`src/rtl/uart_brg_pkg.sv`:
```
package uart_brg_pkg;
    localparam int REG_W  = 8;
    localparam int DIV_W  = 2 * REG_W;
    localparam int ADDR_W = 2;

    localparam logic [ADDR_W-1:0] A_LOW  = 2'd0;
    localparam logic [ADDR_W-1:0] A_HIGH = 2'd1;
    localparam logic [ADDR_W-1:0] A_LINE = 2'd2;

    localparam int ACCESS_BIT = 7;

    typedef enum logic [0:0] {
        S_HALT = 1'b0,
        S_RUN  = 1'b1
    } brg_state_e;
endpackage

```
`src/rtl/brg_regs.sv`:
```
module brg_regs
    import uart_brg_pkg::*;
#(
    parameter logic [DIV_W-1:0] RST_DIV = 16'h0002
) (
    input  logic              clk,
    input  logic              rst_n,
    input  logic              wr,
    input  logic [ADDR_W-1:0] addr,
    input  logic [REG_W-1:0]  wdata,
    output logic [REG_W-1:0]  rdata,
    output logic [DIV_W-1:0]  divisor,
    output logic              div_wr,
    output logic [DIV_W-1:0]  div_next
);
    logic [REG_W-1:0] line_q, hold_q, ien_q, lo_q, hi_q;
    logic             access;

    assign access   = line_q[ACCESS_BIT];
    assign divisor  = {hi_q, lo_q};
    assign div_wr   = wr && access && (addr == A_LOW || addr == A_HIGH);
    assign div_next = {(addr == A_HIGH) ? wdata : hi_q,
                       (addr == A_LOW)  ? wdata : lo_q};

    always_ff @(posedge clk) begin
        if (!rst_n) begin
            line_q <= '0;
            hold_q <= '0;
            ien_q  <= '0;
            lo_q   <= RST_DIV[REG_W-1:0];
            hi_q   <= RST_DIV[DIV_W-1:REG_W];
        end else if (wr) begin
            unique case (addr)
                A_LOW:   if (access) lo_q <= wdata; else hold_q <= wdata;
                A_HIGH:  if (access) hi_q <= wdata; else ien_q  <= wdata;
                A_LINE:  line_q <= wdata;
                default: ;
            endcase
        end
    end

    always_comb begin
        unique case (addr)
            A_LOW:   rdata = access ? lo_q : hold_q;
            A_HIGH:  rdata = access ? hi_q : ien_q;
            A_LINE:  rdata = line_q;
            default: rdata = '0;
        endcase
    end

    // a write while the access bit is clear never moves the divisor
    a_r4_locked_write: assert property (@(posedge clk) disable iff (!rst_n)
        (wr && !access && (addr == A_LOW || addr == A_HIGH)) |=> $stable(divisor));
endmodule

```
`src/rtl/brg_divider.sv`:
```
module brg_divider
    import uart_brg_pkg::*;
#(
    parameter logic [DIV_W-1:0] RST_DIV = 16'h0002
) (
    input  logic             clk,
    input  logic             rst_n,
    input  logic [DIV_W-1:0] divisor,
    input  logic             restart,
    input  logic [DIV_W-1:0] restart_val,
    output logic             tick
);
    brg_state_e       state_q, state_n;
    logic [DIV_W-1:0] cnt_q, cnt_n;

    always_comb begin
        state_n = state_q;
        cnt_n   = cnt_q;
        if (restart) begin
            if (restart_val == '0) begin
                state_n = S_HALT;
                cnt_n   = '0;
            end else begin
                state_n = S_RUN;
                cnt_n   = restart_val - 1'b1;
            end
        end else begin
            unique case (state_q)
                S_HALT: cnt_n = cnt_q;
                S_RUN:  cnt_n = (cnt_q == '0) ? divisor - 1'b1 : cnt_q - 1'b1;
                default: cnt_n = cnt_q;
            endcase
        end
    end

    always_ff @(posedge clk) begin
        if (!rst_n) begin
            state_q <= (RST_DIV == '0) ? S_HALT : S_RUN;
            cnt_q   <= (RST_DIV == '0) ? '0 : RST_DIV - 1'b1;
        end else begin
            state_q <= state_n;
            cnt_q   <= cnt_n;
        end
    end

    always_comb begin
        unique case (state_q)
            S_RUN:   tick = (cnt_q == '0);
            default: tick = 1'b0;
        endcase
    end

    // a zero divisor keeps the strobe quiet
    a_r7_halt_quiet: assert property (@(posedge clk) disable iff (!rst_n)
        (divisor == '0) |-> !tick);
    // above a divisor of one, a tick is never followed by another at once
    a_r5_single_cycle: assert property (@(posedge clk) disable iff (!rst_n)
        (tick && divisor > 16'd1 && !restart) |=> !tick);
    // a divisor of one gives a tick every cycle
    a_r6_full_rate: assert property (@(posedge clk) disable iff (!rst_n)
        (divisor == 16'd1) |-> tick);
endmodule

```
`src/rtl/brg_baud_count.sv`:
```
module brg_baud_count #(
    parameter int OSR = 16
) (
    input  logic clk,
    input  logic rst_n,
    input  logic restart,
    input  logic os_tick,
    output logic baud_tick
);
    localparam int CW = $clog2(OSR);
    localparam logic [CW-1:0] LAST = CW'(OSR - 1);

    logic [CW-1:0] phase_q;

    always_ff @(posedge clk) begin
        if (!rst_n || restart) begin
            phase_q <= '0;
        end else if (os_tick) begin
            phase_q <= (phase_q == LAST) ? '0 : phase_q + 1'b1;
        end
    end

    assign baud_tick = os_tick && (phase_q == LAST);

    // the baud strobe only ever rides on an oversampling strobe
    a_r9_baud_on_tick: assert property (@(posedge clk) disable iff (!rst_n)
        baud_tick |-> os_tick);
endmodule

```
`src/rtl/uart_brg.sv`:
```
module uart_brg
    import uart_brg_pkg::*;
#(
    parameter logic [DIV_W-1:0] RST_DIV = 16'h0002,
    parameter int               OSR     = 16
) (
    input  logic              clk,
    input  logic              rst_n,
    input  logic              bus_wr,
    input  logic [ADDR_W-1:0] bus_addr,
    input  logic [REG_W-1:0]  bus_wdata,
    output logic [REG_W-1:0]  bus_rdata,
    output logic              os_tick,
    output logic              baud_tick
);
    logic [DIV_W-1:0] divisor, div_next;
    logic             div_wr;

    brg_regs #(.RST_DIV(RST_DIV)) u_regs (
        .clk(clk), .rst_n(rst_n), .wr(bus_wr), .addr(bus_addr),
        .wdata(bus_wdata), .rdata(bus_rdata), .divisor(divisor),
        .div_wr(div_wr), .div_next(div_next)
    );

    brg_divider #(.RST_DIV(RST_DIV)) u_div (
        .clk(clk), .rst_n(rst_n), .divisor(divisor), .restart(div_wr),
        .restart_val(div_next), .tick(os_tick)
    );

    brg_baud_count #(.OSR(OSR)) u_baud (
        .clk(clk), .rst_n(rst_n), .restart(div_wr), .os_tick(os_tick),
        .baud_tick(baud_tick)
    );

    // nothing at the baud rate either when the divisor is zero
    a_r7_no_baud_when_zero: assert property (@(posedge clk) disable iff (!rst_n)
        (divisor == '0) |-> !baud_tick);
endmodule

```
`config.mk`:
```
export PLATFORM = sky130hd
export DESIGN_NAME = uart_brg
export DESIGN_NICKNAME = d
export VERILOG_FILES = /design/src/rtl/uart_brg_pkg.sv /design/src/rtl/brg_regs.sv /design/src/rtl/brg_divider.sv /design/src/rtl/brg_baud_count.sv /design/src/rtl/uart_brg.sv
export SDC_FILE = /design/constraint.sdc
export NUM_CORES = 1
export LEC_CHECK = 0
export BUFFER_PORTS_ARGS = -buffer_cell sky130_fd_sc_hd__buf_2
export CAP_MARGIN = 15
export CORE_MARGIN = 1
export CORE_UTILIZATION = 55
export CTS_CLUSTER_DIAMETER = 150
export CTS_CLUSTER_SIZE = 10
export DETAILED_ROUTE_END_ITERATION = 10
export PLACE_DENSITY = 0.82
export SLEW_MARGIN = 0
export SYNTH_ARGS = -nofsm -noshare
export SYNTH_HDL_FRONTEND = slang
export SYNTH_SLANG_ARGS = --single-unit
```
`constraint.sdc`:
```
create_clock -name clk -period 3.2 [get_ports clk]
set_clock_uncertainty 0.05 [all_clocks]
set_input_delay 0.16 -clock clk [delete_from_list [all_inputs] [get_ports clk]]
set_output_delay 0.16 -clock clk [all_outputs]
set_load 0.01 [all_outputs]
```
==> results.sh, run 1 <==
export IMPL_drt_total_wl_um=12000
export IMPL_hold_viol=0
export IMPL_io_buffers=22
export IMPL_setup_worst_path_class="reg2reg"
export IMPL_antenna_found_initial=0
export IMPL_synth_cells=531
export IMPL_power_frac_clock_pct=25.4
export IMPL_hold_depth=3
export IMPL_fin_crit_sh_pct=85.0
export IMPL_yosysMostFrequentCell="nand2_1"
export IMPL_clk_pin_slew_worst_paths_ps=80
export IMPL_reg2reg_depth=12
export IMPL_yosysUniqueCellTypes=58
export IMPL_whs_ps=96.6
export IMPL_r2r_slack_ps=480
export IMPL_io_pins=23
export IMPL_synth_main_ff_cell="dfxtp_1"
export IMPL_cts_tree="yes"
export IMPL_power_internal_uw=1890
export IMPL_yosys_warnings=0
export IMPL_clockBufferDepth=2
export IMPL_power_density_mw_per_mm2=692
export IMPL_syn_to_final_growth_pct=10.9
export IMPL_period_needed_ps=2720
export IMPL_nets=563
export IMPL_final_max_slew_viol_count=0
export IMPL_diodes=0
export IMPL_n_fill_cell=601
export IMPL_rsz0062_at_grt="false"
export IMPL_avgViaCountPerCell=6.37
export IMPL_grt_usage_pct=32.8
export IMPL_wl_per_cell_um=18.5
export IMPL_p_leak_uw=0.00171
export IMPL_ys_ff_latch=61
export IMPL_path_max_fanout=6
export IMPL_core_area_mm2=0.00694
export IMPL_ant_nets=0
export IMPL_start_util_pct=58.5
export IMPL_cp_end_kind="flop"
export IMPL_grt_pass1_wl_um=19100
export IMPL_gr_total_overflow=0
export IMPL_cts_hold_buf=0
export IMPL_dr_pass1_iters=5
export IMPL_ctsResizeCount=0
export IMPL_setup_viol=0
export IMPL_vdd_drop_max_v=0.000369
export IMPL_postCtsSetupRepairBufs=0
export IMPL_comb_power_share_pct=42.9
export IMPL_synth_top_area_share_pct=30.1
export IMPL_fin_setup_tns_ps=0
export IMPL_dp_final_hpwl_um=8270
export IMPL_cts_max_level=3
export IMPL_drt_iter0_markers=388
export IMPL_p_switching_uw=1230
export IMPL_syn_nets=548
export IMPL_grt_max_degree=32
export IMPL_fmax_ghz=0.368
export IMPL_critPathLaunchType="flop"
export IMPL_synth_area_leaders="dfxtp_1 (30%), mux2i_1 (9.9%), nand2_1 (9.1%)"
export IMPL_hold_class="in2reg"
export IMPL_die_h_um=87.9
export IMPL_crit_required_ps=3400
export IMPL_syn_area_mm2=0.00406
export IMPL_die_width_um=87.9
export IMPL_relSlewSlack_pct=54.1
export IMPL_clk_latency_ps=360
export IMPL_vias=4122
export IMPL_async_reset_ff_share_pct=0
export IMPL_yosysTopAreaCell="dfxtp_1"
export IMPL_gp_congestion=0.882
export IMPL_synth_edf_count=0
export IMPL_drc=0
export IMPL_cp_arrival_ps=2920
export IMPL_ys_top_cells_by_count="nand2_1 (98), dfxtp_1 (61), mux2i_1 (40)"
export IMPL_tightestPinTransition_ps=682
export IMPL_ys_seq_area_share_pct=30.1
export IMPL_status="finished, final reports clean"
export IMPL_clk_root_buffer_cell="clkbuf_8"
export IMPL_rows=30
export IMPL_grt_pass1_vias=3731
export IMPL_clock_sinks=61
export IMPL_seqPwrFrac_pct=31.6
export IMPL_drive_above_1_share_pct=12.5
export IMPL_swShare_pct=39.4
export IMPL_avgSynthCellArea_um2=7.65
export IMPL_maxCapViolations=0
export IMPL_cts_made_buffers=9
export IMPL_die_area_mm2=0.00773
==> worst max-delay path, cell delays in order, from the launching register on <==
cell and delay (ps):
dfxtp_1 390, nor4_2 460, nand3_1 160, nor2_1 240, a21oi_1 130, ha_1 230
nand2b_1 110, nor3_1 50, o21ai_1 260, nor4_1 120, xnor2_1 140, o221ai_1 150
o21ai_0 100
==> registers in the layout (all words and copies together), names as in the netlist <==
signal / cells
u_baud.phase_q: 4
u_div.cnt_q: 16
u_div.state_q: 1
u_regs.hi_q: 8
u_regs.hold_q: 8
u_regs.ien_q: 8
u_regs.line_q: 8
u_regs.lo_q: 8
==> power by group through the flow <==
stage	Combinational, uW	Clock [uW]	Sequential (uW)
after floorplan	999	0	966
after global placement	1310	0	988
after detailed placement	1300	0	993
after CTS	1320	796	980
after global routing	1460	827	999
final	1340	791	986
==> stage by stage <==
step	power [uW]	instance area, um2	instances	utilization, %	setup slack [ps]
floorplan	1960	4060	531	-	338
global placement	2300	4280	631	61.6	461
detailed placement	2300	4280	631	61.6	350
CTS	3100	4500	647	64.8	504
global route	3290	4500	647	64.8	231
finish	3110	4500	647	64.8	481
==> area by class of cell <==
| type | instances | area [um2] | share of cell area, % |
|---|---|---|---|
| clock buffer | 11 | 141 | 3.14 |
| clock inverter | 5 | 83.8 | 1.86 |
| inverter | 7 | 26.3 | 0.583 |
| multi-input combinational | 429 | 2680 | 59.5 |
| sequential | 61 | 1220 | 27.1 |
| tap | 96 | 120 | 2.67 |
| timing repair buffer | 38 | 230 | 5.11 |
==> kinds of logic after synthesis <==
| kind of cell | Yosys count | synth area share (%) |
|---|---|---|
| fa+ha+maj | 4 | 1.23 |
| mux | 42 | 10.7 |
| buf+inv | 41 | 3.91 |
| compound gates | 143 | 23.8 |
| simple gates | 221 | 26.2 |
| xor+xnor | 19 | 4.10 |
| flops | 61 | 30.1 |
==> per-layer routing <==
layer | track usage [%] | routed length (um) | share of wire, % | vias to the layer above
li1 | - | - | - | 1927
met1 | 41.8 | 4900 | 41 | 1934
met2 | 52.7 | 5570 | 47 | 212
met3 | 7.45 | 1050 | 8.8 | 49
met4 | 15.4 | 438 | 3.7 | 0
met5 | 0 | 0 | 0 | -
==> path summary, 6_finish.rpt <==
path / startpoint / to
worst max-delay path: u_div.cnt_q[7]$_SDFFE_PN0P_ / u_div.cnt_q[10]$_SDFFE_PN0P_
worst min-delay path: bus_wdata[7] / u_regs.lo_q[7]$_SDFFE_PN0P_
worst max register to register: u_div.cnt_q[7]$_SDFFE_PN0P_ / u_div.cnt_q[10]$_SDFFE_PN0P_
worst min register to register: u_regs.ien_q[5]$_SDFFE_PN0P_ / u_regs.ien_q[5]$_SDFFE_PN0P_
==> layout by cell type (no fill, tap or decap), drive strengths merged, types with 2 or more instances in the layout <==
| cell type | n |
|---|---|
| o311ai | 2 |
| xnor2 | 9 |
| clkinvlp | 2 |
| or2 | 4 |
| o21ai | 33 |
| and3 | 2 |
| and2 | 2 |
| or3 | 9 |
| nor2b | 12 |
| a21oi | 32 |
| nor4 | 13 |
| o21bai | 2 |
| nand2 | 98 |
| xor2 | 10 |
| ha | 4 |
| bufinv | 2 |
| nor3 | 13 |
| o22ai | 7 |
| a31oi | 7 |
| a211oi | 2 |
| nand3 | 12 |
| nand4 | 2 |
| o31ai | 3 |
| o221ai | 5 |
| inv | 7 |
| nor2 | 38 |
| a21boi | 33 |
| nand2b | 7 |
| dfxtp | 61 |
| a2111oi | 3 |
| buf | 38 |
| mux2i | 40 |
| clkbuf | 11 |
| o211ai | 4 |
| nand3b | 4 |
| a311oi | 3 |
Note: power is estimated with default switching activity, not from simulation.
==> run 2, diff against run 1 <==
--- a/config.mk
+++ b/config.mk
@@ -12,7 +12,7 @@
 export CTS_CLUSTER_DIAMETER = 150
 export CTS_CLUSTER_SIZE = 10
 export DETAILED_ROUTE_END_ITERATION = 10
-export PLACE_DENSITY = 0.82
+export PLACE_DENSITY = 0.85
 export SLEW_MARGIN = 0
 export SYNTH_ARGS = -nofsm -noshare
 export SYNTH_HDL_FRONTEND = slang
==> constraint.sdc (replaced) <==
create_clock -name clk -period 2.4 [get_ports clk]
set_clock_uncertainty 0.05 [all_clocks]
set_input_delay 0.12 -clock clk [delete_from_list [all_inputs] [get_ports clk]]
set_output_delay 0.12 -clock clk [all_outputs]
set_load 0.01 [all_outputs]
==> run 2 against run 1 <==
  * Total power increased by 53%
  * Via count increased by 6.0%
  * Critical endpoint is now u_div.cnt_q[15]$_SDFFE_PN0P_
  * Sequential power increased by 34%
  * Core utilization increased by 4.9 points
  * Clock power increased by 45%
  * Non-clock buffer count increased by 35
  * Die area unchanged
  * First-iteration DRC count increased by 52%
  * Cell count increased by 5.4%
==> results.sh, run 2 (same netlist as run 1, synthesis figures left out) <==
export IMPL_grt_pass1_vias=4242
export IMPL_die_width_um=87.9
export IMPL_gr_total_overflow=0
export IMPL_placed_area_mm2=0.00457
export IMPL_rsz0062_at_grt="true"
export IMPL_top_register="u_div.cnt_q"
export IMPL_drive_above_1_share_pct=20.5
export IMPL_path_max_fanout=4
export IMPL_status="finished, final reports clean"
export IMPL_rows=30
export IMPL_dp_final_hpwl_um=8930
export IMPL_dr_wl_met2_um=5840
export IMPL_dr_pass1_iters=7
export IMPL_crit_family="simple AND/OR/NAND/NOR gates"
export IMPL_drc=0
export IMPL_cp_end_kind="flop"
export IMPL_worstSetupStartpoint="u_div.cnt_q[3]$_SDFFE_PN0P_"
export IMPL_setup_viol=0
export IMPL_clk_pin_slew_worst_paths_ps=80
export IMPL_cts_hold_buf=0
export IMPL_die_area_mm2=0.00773
export IMPL_fmax_ghz=0.425
export IMPL_slowest_delay_ps=530
export IMPL_fin_util_pct=69.8
export IMPL_min_from="bus_wdata[6]"
export IMPL_setup_worst_path_class="reg2reg"
export IMPL_vias=4368
export IMPL_tightestPinTransition_ps=543
export IMPL_io_buffers=22
export IMPL_ant_nets=0
export IMPL_p_total_uw=4750
export IMPL_crit_required_ps=2590
export IMPL_cts_max_level=3
export IMPL_core_area_mm2=0.00694
export IMPL_grt_max_degree=30
export IMPL_p_leak_uw=0.00192
export IMPL_cp_cell_sequence="or4_4 -> or3_4 -> o21bai_4 -> nor4_4 -> xnor2_1 -> a2111oi_2 -> nor2_1"
export IMPL_antenna_found_initial=0
export IMPL_nets=598
export IMPL_clk_root_buffer_cell="clkbuf_8"
export IMPL_grt_usage_pct=34.2
export IMPL_vdd_drop_max_v=0.000584
export IMPL_cts_made_buffers=9
export IMPL_avgViaCountPerCell=6.40
export IMPL_diodes=0
export IMPL_clockBufferDepth=2
export IMPL_power_density_mw_per_mm2=981
export IMPL_met1_length_um=4860
export IMPL_clock_sinks=61
export IMPL_clk_latency_ps=350
export IMPL_hold_viol=0
export IMPL_period_needed_ps=2360
export IMPL_hold_class="in2reg"
export IMPL_path_buf_inv=0
export IMPL_maxCapViolations=0
export IMPL_r2r_start="u_div.cnt_q[3]$_SDFFE_PN0P_"
export IMPL_die_h_um=87.9
export IMPL_syn_to_final_growth_pct=19.3
export IMPL_largest_reg_flops=16
export IMPL_critPathLaunchType="flop"
export IMPL_final_common_cell="nand2_1"
export IMPL_final_cell_mix="nand2_1 (98), dfxtp_1 (55), buf_4 (51)"
export IMPL_routed_wl_met3_um=1200
export IMPL_fin_setup_tns_ps=0
export IMPL_relSlewSlack_pct=63.7
export IMPL_drt_total_wl_um=12500
export IMPL_grt_pass1_wl_um=20200
export IMPL_io_pins=23
export IMPL_drt_iter0_markers=589
export IMPL_top_layer="met4"
export IMPL_cp_arrival_ps=2550
export IMPL_stdcell_area_mm2=0.00484
export IMPL_final_max_slew_viol_count=0
export IMPL_start_util_pct=58.5
export IMPL_fin_crit_sh_pct=98.1
export IMPL_gp_congestion=1.00
export IMPL_cp_slowest_cell="or4_4"
export IMPL_wl_per_cell_um=18.4
export IMPL_cts_tree="yes"
[run 2: area by class of cell]
type,count,area [um2]
timing repair buffer,73,493
inverter,7,26.3
clock inverter,7,121
multi-input combinational,429,2730
fill,554,2100
clock buffer,9,124
tap,96,120
sequential,61,1230
[run 2: path summary, 6_finish.rpt]
kind              slack [ps]                            end  cells after the start
setup / recovery          40   u_div.cnt_q[15]$_SDFFE_PN0P_                      7
hold / removal            80  u_regs.hold_q[6]$_SDFFE_PN0P_                      3
setup reg to reg          40   u_div.cnt_q[15]$_SDFFE_PN0P_                      7
hold reg to reg          420   u_regs.ien_q[0]$_SDFFE_PN0P_                      2
[run 2: layer usage]
layer  vias to the layer above  track usage (%)
li1                       2003                -
met1                      2009             41.1
met2                       280             55.5
met3                        76             7.45
met4                         0             21.2
met5                         -                0
[run 2: tightest hold or removal path, delay by kind of cell]
kind	cells	cell delay, ps
and+or+nand+nor	1	80
buffers and inverters	1	180
AOI/OAI and AO/OA	1	60
[run 2: timing repair]
action | in CTS | in global routing
setup endpoints to repair | 1 | 7
resized for setup | 0 | 7
pin swaps | 1 | 1
setup buffers | 0 | 1
[run 2: metrics by stage]
| stage | worst slack, ps | hold slack [ps] | instances |
|---|---|---|---|
| floorplan | -53.4 | 390 | 531 |
| global placement | 69.4 | 398 | 665 |
| detailed placement | -21.9 | 407 | 665 |
| CTS | 29.9 | 68.0 | 681 |
| global route | -59.6 | 81.0 | 682 |
| finish | 44.7 | 80.5 | 682 |
[run 2: power breakdown]
group          switching [uW]  internal [uW]
clock                     459            695
sequential                163           1160
combinational            1240           1040
total                    1860           2900
==> run 3, diff against run 2 <==
--- a/config.mk
+++ b/config.mk
@@ -9,6 +9,7 @@
 export CAP_MARGIN = 15
 export CORE_MARGIN = 1
 export CORE_UTILIZATION = 55
+export CTS_BUF_LIST = sky130_fd_sc_hd__clkbuf_16
 export CTS_CLUSTER_DIAMETER = 150
 export CTS_CLUSTER_SIZE = 10
 export DETAILED_ROUTE_END_ITERATION = 10
==> run 3 against run 2 <==
  * Worst hold slack improved by 20 ps
  * Critical path type unchanged
  * Non-clock buffer count decreased by 1
  * Total power increased by 8.4%
  * Critical path depth unchanged
  * Die area unchanged
==> results.sh, run 3 (same netlist as run 1, synthesis figures left out) <==
export IMPL_fin_util_pct=71.2
export IMPL_dr_pass1_iters=6
export IMPL_fin_crit_sh_pct=99.1
export IMPL_fmax_ghz=0.420
export IMPL_final_max_slew_viol_count=0
export IMPL_rsz0062_at_grt="true"
export IMPL_postCtsSetupRepairBufs=0
export IMPL_antenna_found_initial=0
export IMPL_grt_usage_pct=34.8
export IMPL_relSlewSlack_pct=63.0
export IMPL_dp_final_hpwl_um=8930
export IMPL_setup_worst_path_class="reg2reg"
export IMPL_core_area_mm2=0.00694
export IMPL_top_register="u_div.cnt_q"
export IMPL_drt_total_wl_um=12800
export IMPL_cts_made_buffers=9
export IMPL_grt_pass1_wl_um=20400
export IMPL_period_needed_ps=2380
export IMPL_cp_slowest_cell="or4_4"
export IMPL_cts_max_level=3
export IMPL_vdd_drop_max_v=0.000616
export IMPL_crit_required_ps=2570
export IMPL_nets=597
export IMPL_cts_hold_buf=0
export IMPL_die_h_um=87.9
export IMPL_gr_total_overflow=0
export IMPL_cp_arrival_ps=2540
export IMPL_reg2reg_depth=7
export IMPL_p_leak_uw=0.00196
export IMPL_status="finished, final reports clean"
export IMPL_worst_slack_ps=20.9
export IMPL_drive_above_1_share_pct=20.3
export IMPL_power_density_mw_per_mm2=1040
export IMPL_gp_congestion=1.00
export IMPL_final_common_cell="nand2_1"
export IMPL_clockBufferDepth=2
export IMPL_vias=4395
export IMPL_slowest_delay_ps=540
export IMPL_io_buffers=22
export IMPL_maxCapViolations=0
export IMPL_die_area_mm2=0.00773
export IMPL_path_max_fanout=4
export IMPL_ant_nets=0
export IMPL_hold_viol=0
export IMPL_cts_tree="yes"
export IMPL_hold_class="in2reg"
export IMPL_clock_sinks=61
export IMPL_grt_max_degree=30
export IMPL_rows=30
export IMPL_wl_per_cell_um=18.8
export IMPL_tightestPinTransition_ps=554
export IMPL_drc=0
export IMPL_final_cell_mix="nand2_1 (98), dfxtp_1 (55), buf_4 (50)"
export IMPL_largest_reg_flops=16
export IMPL_avgViaCountPerCell=6.45
export IMPL_drt_iter0_markers=527
export IMPL_n_fill_cell=523
export IMPL_diodes=0
export IMPL_io_pins=23
export IMPL_clk_pin_slew_worst_paths_ps=50
export IMPL_setup_viol=0
export IMPL_cp_cell_sequence="or4_4 -> or3_4 -> o21bai_4 -> nor4_4 -> xnor2_1 -> a2111oi_2 -> nor2_1"
export IMPL_place_ws_ps=-21.9
export IMPL_cp_end_kind="flop"
export IMPL_hold_depth=3
export IMPL_die_width_um=87.9
export IMPL_clk_latency_ps=340
export IMPL_syn_to_final_growth_pct=21.8
export IMPL_grt_pass1_vias=4246
export IMPL_start_util_pct=58.5
export IMPL_critPathLaunchType="flop"
export IMPL_clk_root_buffer_cell="clkbuf_16"
[run 3: changes by cell type in the layout (fill, tap and decap cells not counted)]
| cell | previous run | this run |
|---|---|---|
| clkbuf_16 | 0 | 9 |
| clkbuf_8 | 9 | 0 |
| buf_4 | 51 | 50 |
| nor4_2 | 2 | 1 |
| nor4_4 | 2 | 3 |
[run 3: critical path: cells and delay by family (launching register included)]
family                    cells  cell delay, ps
AOI/OAI and AO/OA             2             530
xor gates and xnor gates      1             130
DFF                           1             350
and+or+nand+nor               4            1190
[run 3: routing by layer]
metal / global-route usage, % / vias to the layer above / wire [um]
li1: - / 2003 / -
met1: 41.9 / 2042 / 5070
met2: 55.8 / 279 / 6040
met3: 8.67 / 71 / 1150
met4: 21.2 / 0 / 579
met5: 0 / - / 0
[run 3: area by class of cell]
cell class | instances | area, um2 | area share [%]
sequential | 61 | 1230 | 24.8
tap | 96 | 120 | 2.43
timing repair buffer | 72 | 485 | 9.81
inverter | 7 | 26.3 | 0.531
multi-input combinational | 429 | 2740 | 55.4
clock buffer | 9 | 225 | 4.55
clock inverter | 7 | 121 | 2.45
[run 3: what timing repair did]
action,4_1_cts,5_1_grt
setup endpoints to repair,1,8
pin swaps,1,2
gates resized for setup,0,8
endpoints found under the hold margin,0,0
[run 3: per-stage QoR]
step / std cells / hold WS (ps) / power (uW) / setup TNS, ps / cell area [um2]
after floorplan: 531 / 390 / 2750 / -61.7 / 4110
after global placement: 665 / 398 / 3450 / 0 / 4570
after detailed placement: 665 / 407 / 3490 / -21.9 / 4570
after CTS: 681 / 97.7 / 5020 / 0 / 4920
after global routing: 681 / 98.6 / 5380 / -165 / 4950
final: 681 / 101 / 5150 / 0 / 4950
[run 3: power breakdown]
part           internal (uW)  switching (uW)  total (uW)
logic                   1050            1250        2300
clock network           1020             504        1520
registers               1160             173        1330
total                   3220            1930        5150
[run 3: worst paths after layout]
kind / startpoint / end / slack, ps
hold / removal: bus_wdata[6] / u_regs.lo_q[6]$_SDFFE_PN0P_ / 100
setup / recovery: u_div.cnt_q[3]$_SDFFE_PN0P_ / u_div.cnt_q[15]$_SDFFE_PN0P_ / 20
setup reg to reg: u_div.cnt_q[3]$_SDFFE_PN0P_ / u_div.cnt_q[15]$_SDFFE_PN0P_ / 20
hold reg to reg: u_regs.hold_q[3]$_SDFFE_PN0P_ / u_regs.hold_q[3]$_SDFFE_PN0P_ / 420
